**src/rtl/sbuf_admit_pkg.sv**
```systemverilog
package sbuf_admit_pkg;

  // Strobes from the decision logic to the counter datapath
  typedef struct packed {
    logic relApply;   // apply the release to all six counters
    logic admApply;   // charge the admitted cells
    logic errSet;     // release would underflow
    logic respValid;  // a request is being decided this cycle
    logic respAdmit;  // decision for that request
  } admStrobeT;

  // Cells needed for a packet: the first cell loses metaB bytes to the header
  function automatic int unsigned cellsFor(input int unsigned len,
                                           input int unsigned cellB,
                                           input int unsigned metaB);
    int unsigned room0;
    room0 = cellB - metaB;
    if (len <= room0) return 1;
    return 1 + (len - room0 + cellB - 1) / cellB;
  endfunction

  // Effective limit: smaller of static ceiling and scaled free count
  function automatic int unsigned limitOf(input int unsigned staticLim,
                                          input int alpha,
                                          input int unsigned freeCells);
    int unsigned dyn;
    if (alpha >= 0) dyn = freeCells << alpha;
    else            dyn = freeCells >> (-alpha);
    return (dyn < staticLim) ? dyn : staticLim;
  endfunction

endpackage

```
**src/rtl/sbuf_admit_bank.sv**
```systemverilog
module sbuf_admit_bank #(
  parameter int N  = 4,
  parameter int CW = 7,
  parameter int AW = 7,
  localparam int IW = $clog2(N)
) (
  input  logic          clk,
  input  logic          rstN,
  input  logic          relApply,
  input  logic [IW-1:0] relIdx,
  input  logic [AW-1:0] relAmt,
  input  logic          admApply,
  input  logic [IW-1:0] admIdx,
  input  logic [AW-1:0] admAmt,
  output logic [CW-1:0] relCnt,
  output logic [CW-1:0] admCnt
);

  logic [CW-1:0] cnt [N];

  for (genvar i = 0; i < N; i++) begin : gEntry
    logic [31:0] subV, addV, nextV;
    always_comb begin
      subV  = (relApply && relIdx == IW'(i)) ? 32'(relAmt) : 32'd0;
      addV  = (admApply && admIdx == IW'(i)) ? 32'(admAmt) : 32'd0;
      nextV = 32'(cnt[i]) - subV + addV;
    end
    always_ff @(posedge clk) begin
      if (!rstN) cnt[i] <= '0;
      else       cnt[i] <= CW'(nextV);
    end
  end

  assign relCnt = cnt[relIdx];
  assign admCnt = cnt[admIdx];


  rel_within_count_chk: assert property (@(posedge clk) disable iff (!rstN)
    relApply |-> 32'(relAmt) <= 32'(relCnt));

endmodule

```
**src/rtl/sbuf_admit_ctrl.sv**
```systemverilog
module sbuf_admit_ctrl
  import sbuf_admit_pkg::*;
#(
  parameter int CELL_BYTES = 208,
  parameter int META_BYTES = 64,
  parameter int LEN_W = 14,
  parameter int NUM_PG = 4,
  parameter int NUM_PORTS = 4,
  parameter int NUM_Q = 8,
  parameter int POOL_CELLS = 64,
  parameter int ING_POOL_LIMIT = 60,
  parameter int EGR_POOL_LIMIT = 56,
  parameter int PG_STATIC = 24,
  parameter int PG_ALPHA = 1,
  parameter int INP_STATIC = 40,
  parameter int INP_ALPHA = 1,
  parameter int Q_STATIC = 28,
  parameter int Q_ALPHA = -1,
  parameter int OUTP_STATIC = 40,
  parameter int OUTP_ALPHA = 1,
  parameter int CW = 7,
  parameter int CELLW = 7,
  localparam int PGW = $clog2(NUM_PG),
  localparam int PW = $clog2(NUM_PORTS),
  localparam int QW = $clog2(NUM_Q)
) (
  input  logic             reqValid,
  input  logic [LEN_W-1:0] reqLen,
  input  logic [PGW-1:0]   reqPg,
  input  logic [PW-1:0]    reqInPort,
  input  logic [PW-1:0]    reqOutPort,
  input  logic [QW-1:0]    reqQueue,
  input  logic             relValid,
  input  logic [CELLW-1:0] relCells,
  input  logic [PGW-1:0]   relPg,
  input  logic [PW-1:0]    relInPort,
  input  logic [PW-1:0]    relOutPort,
  input  logic [QW-1:0]    relQueue,
  input  logic [CW-1:0]    relPgCnt, relInCnt, relOutCnt, relQCnt,
  input  logic [CW-1:0]    admPgCnt, admInCnt, admOutCnt, admQCnt,
  input  logic [CW-1:0]    ingPool,
  input  logic [CW-1:0]    egrPool,
  output admStrobeT        str,
  output logic [CELLW-1:0] cellsNow
);

  logic [31:0] need, relAmt;
  logic [31:0] postPg, postIn, postOut, postQ, postIng, postEgr, freeCells;
  logic        relOk, fitIng, fitEgr, admit;

  always_comb begin
    need     = cellsFor(32'(reqLen), CELL_BYTES, META_BYTES);
    cellsNow = CELLW'(need);

    relOk = 32'(relCells) <= 32'(relPgCnt) && 32'(relCells) <= 32'(relInCnt) &&
            32'(relCells) <= 32'(relOutCnt) && 32'(relCells) <= 32'(relQCnt) &&
            32'(relCells) <= 32'(ingPool) && 32'(relCells) <= 32'(egrPool);
    str.relApply = relValid && relOk;
    str.errSet   = relValid && !relOk;
    relAmt = str.relApply ? 32'(relCells) : 32'd0;

    // counts as they stand after this cycle's release
    postPg  = 32'(admPgCnt)  - ((relPg == reqPg)           ? relAmt : 32'd0);
    postIn  = 32'(admInCnt)  - ((relInPort == reqInPort)   ? relAmt : 32'd0);
    postOut = 32'(admOutCnt) - ((relOutPort == reqOutPort) ? relAmt : 32'd0);
    postQ   = 32'(admQCnt)   - ((relQueue == reqQueue)     ? relAmt : 32'd0);
    postIng = 32'(ingPool) - relAmt;
    postEgr = 32'(egrPool) - relAmt;
    freeCells = 32'(POOL_CELLS) - postIng;

    fitIng = postPg + need <= limitOf(PG_STATIC, PG_ALPHA, freeCells) &&
             postIn + need <= limitOf(INP_STATIC, INP_ALPHA, freeCells) &&
             postIng + need <= 32'(ING_POOL_LIMIT);
    fitEgr = postQ + need <= limitOf(Q_STATIC, Q_ALPHA, freeCells) &&
             postOut + need <= limitOf(OUTP_STATIC, OUTP_ALPHA, freeCells) &&
             postEgr + need <= 32'(EGR_POOL_LIMIT);
    admit  = reqValid && fitIng && fitEgr && (postIng + need <= 32'(POOL_CELLS));

    str.admApply  = admit;
    str.respValid = reqValid;
    str.respAdmit = admit;
  end

endmodule

```
**src/rtl/sbuf_admit_dp.sv**
```systemverilog
module sbuf_admit_dp
  import sbuf_admit_pkg::*;
#(
  parameter int NUM_PG = 4,
  parameter int NUM_PORTS = 4,
  parameter int NUM_Q = 8,
  parameter int POOL_CELLS = 64,
  parameter int CW = 7,
  parameter int CELLW = 7,
  localparam int PGW = $clog2(NUM_PG),
  localparam int PW = $clog2(NUM_PORTS),
  localparam int QW = $clog2(NUM_Q)
) (
  input  logic             clk,
  input  logic             rstN,
  input  admStrobeT        str,
  input  logic [CELLW-1:0] admCells,
  input  logic [CELLW-1:0] relCells,
  input  logic [PGW-1:0]   reqPg, relPg,
  input  logic [PW-1:0]    reqInPort, relInPort,
  input  logic [PW-1:0]    reqOutPort, relOutPort,
  input  logic [QW-1:0]    reqQueue, relQueue,
  output logic [CW-1:0]    relPgCnt, relInCnt, relOutCnt, relQCnt,
  output logic [CW-1:0]    admPgCnt, admInCnt, admOutCnt, admQCnt,
  output logic [CW-1:0]    ingPool,
  output logic [CW-1:0]    egrPool,
  output logic             respValid,
  output logic             respAdmit,
  output logic [CELLW-1:0] respCells,
  output logic             relError
);

  sbuf_admit_bank #(.N(NUM_PG), .CW(CW), .AW(CELLW)) u_pgBank (
    .clk, .rstN, .relApply(str.relApply), .relIdx(relPg), .relAmt(relCells),
    .admApply(str.admApply), .admIdx(reqPg), .admAmt(admCells),
    .relCnt(relPgCnt), .admCnt(admPgCnt));

  sbuf_admit_bank #(.N(NUM_PORTS), .CW(CW), .AW(CELLW)) u_inBank (
    .clk, .rstN, .relApply(str.relApply), .relIdx(relInPort), .relAmt(relCells),
    .admApply(str.admApply), .admIdx(reqInPort), .admAmt(admCells),
    .relCnt(relInCnt), .admCnt(admInCnt));

  sbuf_admit_bank #(.N(NUM_PORTS), .CW(CW), .AW(CELLW)) u_outBank (
    .clk, .rstN, .relApply(str.relApply), .relIdx(relOutPort), .relAmt(relCells),
    .admApply(str.admApply), .admIdx(reqOutPort), .admAmt(admCells),
    .relCnt(relOutCnt), .admCnt(admOutCnt));

  sbuf_admit_bank #(.N(NUM_Q), .CW(CW), .AW(CELLW)) u_qBank (
    .clk, .rstN, .relApply(str.relApply), .relIdx(relQueue), .relAmt(relCells),
    .admApply(str.admApply), .admIdx(reqQueue), .admAmt(admCells),
    .relCnt(relQCnt), .admCnt(admQCnt));

  logic [31:0] poolDelta;
  assign poolDelta = (str.admApply ? 32'(admCells) : 32'd0)
                   - (str.relApply ? 32'(relCells) : 32'd0);

  always_ff @(posedge clk) begin
    if (!rstN) begin
      ingPool   <= '0;
      egrPool   <= '0;
      respValid <= 1'b0;
      respAdmit <= 1'b0;
      respCells <= '0;
      relError  <= 1'b0;
    end else begin
      ingPool   <= CW'(32'(ingPool) + poolDelta);
      egrPool   <= CW'(32'(egrPool) + poolDelta);
      respValid <= str.respValid;
      respAdmit <= str.respAdmit;
      respCells <= admCells;
      if (str.errSet) relError <= 1'b1;
    end
  end


  pools_match_chk: assert property (@(posedge clk) disable iff (!rstN)
    ingPool == egrPool);


  pool_ceiling_chk: assert property (@(posedge clk) disable iff (!rstN)
    32'(ingPool) <= 32'(POOL_CELLS));


  admit_needs_valid_chk: assert property (@(posedge clk) disable iff (!rstN)
    respAdmit |-> respValid);


  drop_keeps_pool_chk: assert property (@(posedge clk) disable iff (!rstN)
    (respValid && !respAdmit && !$past(str.relApply)) |-> ingPool == $past(ingPool));


  err_sticky_chk: assert property (@(posedge clk) disable iff (!rstN)
    $past(relError) |-> relError);

endmodule

```
**src/rtl/sbuf_admit.sv**
```systemverilog
module sbuf_admit
  import sbuf_admit_pkg::*;
#(
  parameter int CELL_BYTES = 208,
  parameter int META_BYTES = 64,
  parameter int LEN_W = 14,
  parameter int NUM_PG = 4,
  parameter int NUM_PORTS = 4,
  parameter int NUM_Q = 8,
  parameter int POOL_CELLS = 64,
  parameter int ING_POOL_LIMIT = 60,
  parameter int EGR_POOL_LIMIT = 56,
  parameter int PG_STATIC = 24,
  parameter int PG_ALPHA = 1,
  parameter int INP_STATIC = 40,
  parameter int INP_ALPHA = 1,
  parameter int Q_STATIC = 28,
  parameter int Q_ALPHA = -1,
  parameter int OUTP_STATIC = 40,
  parameter int OUTP_ALPHA = 1,
  localparam int MAX_LEN = (1 << LEN_W) - 1,
  localparam int MAX_CELLS = 1 + (MAX_LEN - (CELL_BYTES - META_BYTES) + CELL_BYTES - 1) / CELL_BYTES,
  localparam int CELLW = $clog2(MAX_CELLS + 1),
  localparam int CW = $clog2(POOL_CELLS + 1),
  localparam int PGW = $clog2(NUM_PG),
  localparam int PW = $clog2(NUM_PORTS),
  localparam int QW = $clog2(NUM_Q)
) (
  input  logic             clk,
  input  logic             rstN,
  input  logic             reqValid,
  input  logic [LEN_W-1:0] reqLen,
  input  logic [PGW-1:0]   reqPg,
  input  logic [PW-1:0]    reqInPort,
  input  logic [PW-1:0]    reqOutPort,
  input  logic [QW-1:0]    reqQueue,
  input  logic             relValid,
  input  logic [CELLW-1:0] relCells,
  input  logic [PGW-1:0]   relPg,
  input  logic [PW-1:0]    relInPort,
  input  logic [PW-1:0]    relOutPort,
  input  logic [QW-1:0]    relQueue,
  output logic             respValid,
  output logic             respAdmit,
  output logic [CELLW-1:0] respCells,
  output logic             relError,
  output logic [CW-1:0]    poolUsed
);

  admStrobeT        str;
  logic [CELLW-1:0] cellsNow;
  logic [CW-1:0]    relPgCnt, relInCnt, relOutCnt, relQCnt;
  logic [CW-1:0]    admPgCnt, admInCnt, admOutCnt, admQCnt;
  logic [CW-1:0]    ingPool, egrPool;

  sbuf_admit_ctrl #(
    .CELL_BYTES(CELL_BYTES), .META_BYTES(META_BYTES), .LEN_W(LEN_W),
    .NUM_PG(NUM_PG), .NUM_PORTS(NUM_PORTS), .NUM_Q(NUM_Q),
    .POOL_CELLS(POOL_CELLS), .ING_POOL_LIMIT(ING_POOL_LIMIT), .EGR_POOL_LIMIT(EGR_POOL_LIMIT),
    .PG_STATIC(PG_STATIC), .PG_ALPHA(PG_ALPHA), .INP_STATIC(INP_STATIC), .INP_ALPHA(INP_ALPHA),
    .Q_STATIC(Q_STATIC), .Q_ALPHA(Q_ALPHA), .OUTP_STATIC(OUTP_STATIC), .OUTP_ALPHA(OUTP_ALPHA),
    .CW(CW), .CELLW(CELLW)
  ) u_ctrl (
    .reqValid, .reqLen, .reqPg, .reqInPort, .reqOutPort, .reqQueue,
    .relValid, .relCells, .relPg, .relInPort, .relOutPort, .relQueue,
    .relPgCnt, .relInCnt, .relOutCnt, .relQCnt,
    .admPgCnt, .admInCnt, .admOutCnt, .admQCnt,
    .ingPool, .egrPool, .str, .cellsNow
  );

  sbuf_admit_dp #(
    .NUM_PG(NUM_PG), .NUM_PORTS(NUM_PORTS), .NUM_Q(NUM_Q),
    .POOL_CELLS(POOL_CELLS), .CW(CW), .CELLW(CELLW)
  ) u_dp (
    .clk, .rstN, .str, .admCells(cellsNow), .relCells,
    .reqPg, .relPg, .reqInPort, .relInPort, .reqOutPort, .relOutPort,
    .reqQueue, .relQueue,
    .relPgCnt, .relInCnt, .relOutCnt, .relQCnt,
    .admPgCnt, .admInCnt, .admOutCnt, .admQCnt,
    .ingPool, .egrPool, .respValid, .respAdmit, .respCells, .relError
  );

  assign poolUsed = ingPool;

endmodule

```
**config.mk**
```make
export PLATFORM = sky130hd
export DESIGN_NAME = sbuf_admit
export DESIGN_NICKNAME = d
export VERILOG_FILES = /design/src/rtl/sbuf_admit_pkg.sv /design/src/rtl/sbuf_admit_bank.sv /design/src/rtl/sbuf_admit_ctrl.sv /design/src/rtl/sbuf_admit_dp.sv /design/src/rtl/sbuf_admit.sv
export SDC_FILE = /design/constraint.sdc
export NUM_CORES = 1
export LEC_CHECK = 0
export BUFFER_PORTS_ARGS = -buffer_cell sky130_fd_sc_hd__buf_2
export CORE_ASPECT_RATIO = 0.9
export CORE_UTILIZATION = 30
export CTS_BUF_LIST = sky130_fd_sc_hd__clkbuf_4
export DETAILED_ROUTE_END_ITERATION = 12
export PLACE_DENSITY = 0.49
export SLEW_MARGIN = 20
export SYNTH_ARGS = -nofsm -noshare
export SYNTH_HDL_FRONTEND = slang
export SYNTH_SLANG_ARGS = --single-unit
```
**constraint.sdc**
```tcl
create_clock -name clk -period 44.3 [get_ports clk]
set_clock_uncertainty 0.2 [all_clocks]
set_input_delay 4.43 -clock clk [delete_from_list [all_inputs] [get_ports clk]]
set_output_delay 4.43 -clock clk [all_outputs]
set_load 0.005 [all_outputs]
```
==> flow_summary.toml, run 1 <==
[clock_network]
clock_sinks = 164
numCtsBuffers = 17
clkSlewWorstSetupHoldPaths_ns = 0.15
clk_latency_ns = 0.79
htree_num_levels = 4
root_buffer = "sky130_fd_sc_hd__clkbuf_4"
number_of_buffers_inserted_by_post_cts_setup_repair = 0
cts_resized = 0
tritoncts = "built"
cts_hold_buffers = 0
clk_path_buf_depth = 2

[die]
placement_rows = 111
core_region_area_um2 = 102000
io-pin-count = 60
overall_die_height_um = 307
design.die.area_um2 = 104000
dieWidth_um = 341
initial_core_util_pct = 30.3

[routing]
detail_route.wirelength_um = 102000
vias = 27471
dr.pass1.iters = 6
wire_per_inst_um = 18.8
post-route-drc-count = 0
postRouteAntennaNets = 0
drt_iter0_drc = 2271
post_drt_via_cell_ratio = 5.08

[synth]
syn-instance-count = 3956
synthFlopType = "sky130_fd_sc_hd__dfxtp_1"
synthMuxAreaShare_pct = 5.81
synth_top_family_by_area = "adder cells"
async_reset_ff_share_pct = 0
synth_compound_gate_area_share_pct = 17.9
number_of_synthesized_flops_with_an_enable_pin = 0
synth-seq-area-share_pct = 10.6
synth_xor_xnor_area_share_pct = 8.52
postSynthAreaPerCell_um2 = 7.83
synth_adder_area_share_pct = 27.7
synthesis.area_um2 = 31000
synthesis.yosys.warnings = 0
synth_seq_cells = 164
synth.lib_cells_used.distinct = 115
synthSimpleGateAreaFrac_pct = 20.3

[global_routing]
global_route_wire_length_before_repair_um = 157000
number_of_antenna_violations_at_the_first_check_in_global_routing = 4
grt_overflow = 0
grt.total_usage_pct = 19.4
grt_max_degree = 64
grt_pass1_vias = 26250

[power]
irDropWorstVdd_mv = 0.0823
switchingPower_w = 0.00120
netSwitchingFraction_pct = 54.0
p_int_w = 0.00103
cellPowerDensity_nw_per_um2 = 66.8
leakage_nw = 14.3
power.share.sequential_pct = 7.8
finalPower_w = 0.00223
power_frac_comb_pct = 86.8
clockPowerShare_pct = 5.3

[worst_setup_path]
timing.critical_path.fanout_max = 25
cpMostUsedCell = "sky130_fd_sc_hd__a21oi_1"
critPathMaxStageDelay_ns = 0.71
path_class = "in -> reg"
cp.arrival_ns = 26.24
worstRegToRegCells = 70
critPathSlowestCell = "sky130_fd_sc_hd__xnor2_1"
crit_path_end_kind = "flip-flop"
crit_required_ns = 44.77
nature_of_the_critical_path_startpoint = "input port"

[final_layout]
filler_cell_count = 10985
layout-drive-gt1-share_pct = 6.87
flow.area_growth_from_synthesis_pct = 7.89
multiInputGateArea_um2 = 25300
final_net_count = 4666
area.sequential_um2 = 3280

[place]
port-buffer-count = 59
place_congestion = 0.911
hpwl_um = 76900

[sta]
final.setup.tns_ns = 0
max_clock_freq_mhz = 38.8
tightest_slew_ns = 1.06
timing.final.setup_violations = 0
period_minus_slack_ns = 25.77
hold_viol_final = 0
layout_worst_path_cycle_share_pct = 58.2
setup_repair_after_global_routing_missed_its_margin = "no"
report.final.slew_viol_count = 0
maxSlewHeadroom_pct = 29.4

[min_path]
hold_path_depth = 2
hold_path_class = "reg -> reg"

[run]
max_cap_violations = 0

[outcome]
outcome = "completed"
==> path summary, 6_finish.rpt <==
kind | startpoint | endpoint | slack (ns)
setup / recovery | reqLen[4] | u_dp.u_qBank.cnt[2][6] | 18.53
hold / removal | u_dp.relError | u_dp.relError | 0.28
setup reg to reg | u_dp.u_inBank.cnt[0][1] | u_dp.u_qBank.cnt[2][6] | 28.30
hold reg to reg | u_dp.relError | u_dp.relError | 0.28
==> synthesized netlist by cell type (6+ instances only) <==
cell | n | area share, %
sky130_fd_sc_hd__xor2_1 | 83 | 2.3
sky130_fd_sc_hd__ha_1 | 434 | 18
sky130_fd_sc_hd__buf_4 | 6 | 0.15
sky130_fd_sc_hd__a21oi_1 | 287 | 4.6
sky130_fd_sc_hd__a211oi_1 | 13 | 0.32
sky130_fd_sc_hd__nand4b_1 | 14 | 0.40
sky130_fd_sc_hd__o31ai_1 | 14 | 0.34
sky130_fd_sc_hd__buf_2 | 24 | 0.39
sky130_fd_sc_hd__nand4b_2 | 9 | 0.44
sky130_fd_sc_hd__dfxtp_1 | 164 | 11
sky130_fd_sc_hd__o21a_1 | 43 | 1.0
sky130_fd_sc_hd__o2111ai_1 | 9 | 0.25
sky130_fd_sc_hd__nand4_1 | 50 | 1.0
sky130_fd_sc_hd__a221oi_1 | 6 | 0.17
sky130_fd_sc_hd__o21ai_0 | 171 | 2.8
sky130_fd_sc_hd__or3_1 | 14 | 0.28
sky130_fd_sc_hd__nor3b_1 | 41 | 0.99
sky130_fd_sc_hd__mux4_2 | 70 | 5.1
sky130_fd_sc_hd__o211ai_1 | 13 | 0.32
sky130_fd_sc_hd__o21ai_1 | 12 | 0.19
sky130_fd_sc_hd__o21bai_1 | 29 | 0.70
sky130_fd_sc_hd__nor4_1 | 24 | 0.48
sky130_fd_sc_hd__nor2_1 | 324 | 3.9
sky130_fd_sc_hd__and2_1 | 79 | 1.6
sky130_fd_sc_hd__fa_1 | 157 | 10
sky130_fd_sc_hd__nand2b_1 | 88 | 1.8
sky130_fd_sc_hd__nand2_1 | 256 | 3.1
sky130_fd_sc_hd__a21boi_0 | 10 | 0.24
sky130_fd_sc_hd__or2_2 | 10 | 0.20
sky130_fd_sc_hd__nor2b_1 | 99 | 2.0
sky130_fd_sc_hd__a31oi_1 | 18 | 0.36
sky130_fd_sc_hd__or4_1 | 9 | 0.22
sky130_fd_sc_hd__xnor2_1 | 213 | 6.0
sky130_fd_sc_hd__buf_1 | 14 | 0.17
sky130_fd_sc_hd__a21o_1 | 111 | 2.7
sky130_fd_sc_hd__and3_1 | 33 | 0.67
sky130_fd_sc_hd__o22ai_1 | 20 | 0.40
sky130_fd_sc_hd__nand3_1 | 62 | 1.0
sky130_fd_sc_hd__clkbuf_1 | 95 | 1.2
sky130_fd_sc_hd__mux2i_1 | 15 | 0.48
sky130_fd_sc_hd__nor3_1 | 75 | 1.2
sky130_fd_sc_hd__inv_1 | 576 | 7.0
==> through the flow <==
step	instances	hold WS, ns	cell area, um2	setup slack (ns)	utilization (%)
floorplan	4065	0.260	31400	22.81	-
global placement	5369	0.257	33000	17.95	32.4
detailed placement	5369	0.263	33000	17.89	32.4
CTS	5401	0.299	33400	18.71	32.7
global route	5404	0.330	33400	16.78	32.7
finish	5406	0.284	33400	18.53	32.7
==> routing by layer <==
layer | global-route usage [%] | routed length [um] | vias up
met3 | 2.95 | 6470 | 87
met2 | 30.0 | 43500 | 744
met4 | 4.10 | 1730 | 0
li1 | - | - | 13570
met1 | 28.4 | 50000 | 13070
met5 | 0 | 0 | -
==> power groups by stage <==
stage | Clock, W | Sequential, W | Combinational [W]
after floorplan | 0 | 0.000171 | 0.00145
final | 0.000119 | 0.000175 | 0.00194
after global placement | 0 | 0.000178 | 0.00191
after CTS | 0.000125 | 0.000174 | 0.00193
after detailed placement | 0 | 0.000178 | 0.00191
after global routing | 0.000129 | 0.000176 | 0.00220
==> cell type report <==
class,count,share of cell area [%]
antenna,5,0.0375
clock buffer,18,0.405
clock inverter,14,0.626
inverter,584,6.57
multi-input combinational,3173,75.8
sequential,164,9.83
tap,1356,5.08
timing repair buffer,92,1.63
==> registers in the layout, summed over array words and instances, names as in the netlist <==
register / cells
u_dp.respValid: 1
u_dp.u_outBank.cnt: 28
u_dp.u_qBank.cnt: 56
u_dp.respCells: 7
u_dp.egrPool: 7
u_dp.u_inBank.cnt: 28
u_dp.u_pgBank.cnt: 28
u_dp.relError: 1
u_dp.ingPool: 7
u_dp.respAdmit: 1
==> critical path, delay by kind of cell <==
kind            cells  cell delay (ns)
xor+xnor            5             1.49
mux                 2             0.73
fa+ha+maj           8             2.82
buf+inv             7             1.75
simple gates       25             6.63
compound gates     34             8.28
==> logic make-up after synthesis <==
| logic type | Yosys count |
|---|---|
| flops | 164 |
| compound gates | 860 |
| other cells | 2 |
| mux | 91 |
| buf+inv | 728 |
| simple gates | 1221 |
| fa+ha+maj | 592 |
| xor+xnor | 298 |
==> cells in the final DEF (no fill, tap or decap), types with 18 or more instances in the layout <==
cell and instances:
sky130_fd_sc_hd__nor2b_1 99, sky130_fd_sc_hd__dfxtp_1 164, sky130_fd_sc_hd__buf_4 33, sky130_fd_sc_hd__xor2_1 83
sky130_fd_sc_hd__nand2b_1 88, sky130_fd_sc_hd__nor4_1 24, sky130_fd_sc_hd__inv_1 576, sky130_fd_sc_hd__clkbuf_4 18
sky130_fd_sc_hd__o21bai_1 29, sky130_fd_sc_hd__mux4_2 70, sky130_fd_sc_hd__o21ai_0 171, sky130_fd_sc_hd__nor3_1 72
sky130_fd_sc_hd__a31oi_1 18, sky130_fd_sc_hd__buf_2 59, sky130_fd_sc_hd__a21oi_1 287, sky130_fd_sc_hd__fa_1 157
sky130_fd_sc_hd__nand4_1 50, sky130_fd_sc_hd__and3_1 33, sky130_fd_sc_hd__o22ai_1 20, sky130_fd_sc_hd__nand2_1 256
sky130_fd_sc_hd__conb_1 111, sky130_fd_sc_hd__and2_1 79, sky130_fd_sc_hd__nor2_1 322, sky130_fd_sc_hd__nand3_1 62
sky130_fd_sc_hd__xnor2_1 213, sky130_fd_sc_hd__a21o_1 111, sky130_fd_sc_hd__ha_1 434, sky130_fd_sc_hd__nor3b_1 39
sky130_fd_sc_hd__o21a_1 43
Note: power is estimated with default switching activity, not from simulation.
==> run 2, diff against run 1 <==
- PLACE_DENSITY: 0.49 -> 0.51
- clock period: 44.3 -> 21.3 ns (I/O delays scaled with it)
==> flow_summary.toml, run 2 (synthesis gave the netlist of run 1 again) <==
[die]
placement_rows = 111
io-pin-count = 60
dieWidth_um = 341
core_region_area_um2 = 102000
overall_die_height_um = 307
design.die.area_um2 = 104000
initial_core_util_pct = 30.3

[routing]
post-route-drc-count = 0
postRouteAntennaNets = 0
detail_route.wirelength_um = 104000
dr.pass1.iters = 7
post_drt_via_cell_ratio = 5.15
wire_per_inst_um = 19.0
drt_iter0_drc = 2068
vias = 28190

[final_layout]
largest_register_ffs = 56
stdcell_count = 5472
area.sequential_um2 = 3280
layout.cells.most_common = "sky130_fd_sc_hd__inv_1"
multiInputGateArea_um2 = 25500
final_net_count = 4734
layout-drive-gt1-share_pct = 9.02
post-route-util_pct = 33.5
filler_cell_count = 10880
flow.area_growth_from_synthesis_pct = 10.3
design_area_um2 = 34200
registers.top_by_ff_count = "u_dp.u_qBank.cnt"
final_cell_mix = "576 x sky130_fd_sc_hd__inv_1, 433 x sky130_fd_sc_hd__ha_1, 321 x sky130_fd_sc_hd__nor2_1, 283 x sky130_fd_sc_hd__a21oi_1, 252 x sky130_fd_sc_hd__nand2_1"

[global_routing]
global_route_wire_length_before_repair_um = 161000
number_of_antenna_violations_at_the_first_check_in_global_routing = 3
grt.total_usage_pct = 19.9
grt_max_degree = 62
grt_pass1_vias = 27247
grt_overflow = 0

[worst_setup_path]
crit-reg2reg-capture = "u_dp.u_qBank.cnt[2][6]"
crit_path_end = "u_dp.u_qBank.cnt[2][6]"
nature_of_the_critical_path_startpoint = "input port"
cp.arrival_ns = 20.62
critPathMaxStageDelay_ns = 0.61
critPathSlowestCell = "sky130_fd_sc_hd__or4_1"
crit_required_ns = 21.79
r2r_start = "u_dp.u_inBank.cnt[1][1]"
path_class = "in -> reg"
setup.worst_path.start = "reqLen[4]"
cpMostUsedCell = "sky130_fd_sc_hd__a21oi_1"
rrSetupSlack_ns = 6.53
worstRegToRegCells = 70
crit_path_end_kind = "flip-flop"
timing.critical_path.fanout_max = 21

[clock_network]
numCtsBuffers = 17
root_buffer = "sky130_fd_sc_hd__clkbuf_4"
clock_sinks = 164
htree_num_levels = 4
clk_path_buf_depth = 2
clk_latency_ns = 0.80
tritoncts = "built"
clkSlewWorstSetupHoldPaths_ns = 0.15
cts_hold_buffers = 0

[min_path]
hold_path_class = "reg -> reg"

[sta]
tightest_slew_ns = 1.07
timing.final.setup_violations = 0
max_clock_freq_mhz = 49.7
setup_repair_after_global_routing_missed_its_margin = "no"
hold_viol_final = 0
layout_worst_path_cycle_share_pct = 94.5
final.setup.worst_slack_ns = 1.17
maxSlewHeadroom_pct = 28.3
period_minus_slack_ns = 20.13
report.final.slew_viol_count = 0

[place]
placed_area_um2 = 33600
place_congestion = 0.917
hpwl_um = 78400
port-buffer-count = 59
pre_cts_ws_ns = -0.423
number_of_placed_cells_counting_well_taps = 5435

[power]
irDropWorstVdd_mv = 0.211
leakage_nw = 14.7
cellPowerDensity_nw_per_um2 = 141

[run]
max_cap_violations = 0

[outcome]
outcome = "completed"
run 2: changes by cell type in the layout (fill, tap and decap cells not counted), moves of 2 or more:
cell | previous run | this run
sky130_fd_sc_hd__nand2_2 | 1 | 5
sky130_fd_sc_hd__buf_12 | 0 | 4
sky130_fd_sc_hd__nor4_1 | 24 | 21
sky130_fd_sc_hd__diode_2 | 5 | 3
sky130_fd_sc_hd__buf_4 | 33 | 97
sky130_fd_sc_hd__o21ai_1 | 11 | 14
sky130_fd_sc_hd__a21oi_1 | 287 | 283
sky130_fd_sc_hd__nand2_1 | 256 | 252
sky130_fd_sc_hd__o21bai_1 | 29 | 26
sky130_fd_sc_hd__a21oi_2 | 2 | 6
sky130_fd_sc_hd__o21ai_0 | 171 | 168
sky130_fd_sc_hd__nor4_2 | 3 | 5
sky130_fd_sc_hd__o21bai_2 | 0 | 3
run 2: critical path, delay by kind of cell:
kind                     cells  cell delay [ns]
AND/OR/NAND/NOR             25             6.66
buffers and inverters       10             1.50
multiplexers                 1             0.33
AO/OA/AOI/OAI               29             6.92
adder cells (fa/ha/maj)      7             2.31
XOR/XNOR                     4             0.70
run 2: report_power, final:
part | switching (W) | internal (W) | leakage (nW)
logic | 0.00241 | 0.00179 | 13.2
registers | 0.0000278 | 0.000335 | 1.32
clock network | 0.000142 | 0.000119 | 0.189
total | 0.00257 | 0.00225 | 14.7
run 2: final cells by class:
type,count,share of cell area (%)
multi-input combinational,3173,74.7
sequential,164,9.61
inverter,584,6.43
tap,1356,4.97
timing repair buffer,160,3.23
clock inverter,13,0.674
clock buffer,19,0.418
antenna,3,0.0220
run 2: metal layers:
metal	vias to the layer above	wire, um	GRT usage, %
li1	13725	-	-
met1	13552	50400	28.9
met2	813	45700	31.3
met3	100	5640	2.24
met4	0	1960	4.67
met5	-	0	0
run 2: worst min-delay path by stage:
stage	start	cells after the start	slack, ns	to
2_1_floorplan	u_dp.relError	2	0.26	u_dp.relError
3_3_place_gp	u_dp.relError	2	0.27	u_dp.relError
3_5_place_dp	u_dp.relError	2	0.27	u_dp.relError
4_1_cts	u_dp.relError	2	0.31	u_dp.relError
5_1_grt	u_dp.relError	2	0.34	u_dp.relError
6_report	u_dp.relError	2	0.31	u_dp.relError
run 2: through the flow:
stage	hold slack, ns	setup TNS, ns	total power (W)
2_1_floorplan	0.260	0	0.00337
3_3_place_gp	0.271	-5.41	0.00447
3_5_place_dp	0.269	-8.30	0.00447
4_1_cts	0.306	0	0.00477
5_1_grt	0.337	0	0.00538
6_report	0.306	0	0.00482
run 2: timing repair:
action | 4_1_cts | 5_1_grt
setup buffers | 0 | 2
endpoints found under the setup margin | 0 | 119
gates resized for setup | 0 | 39
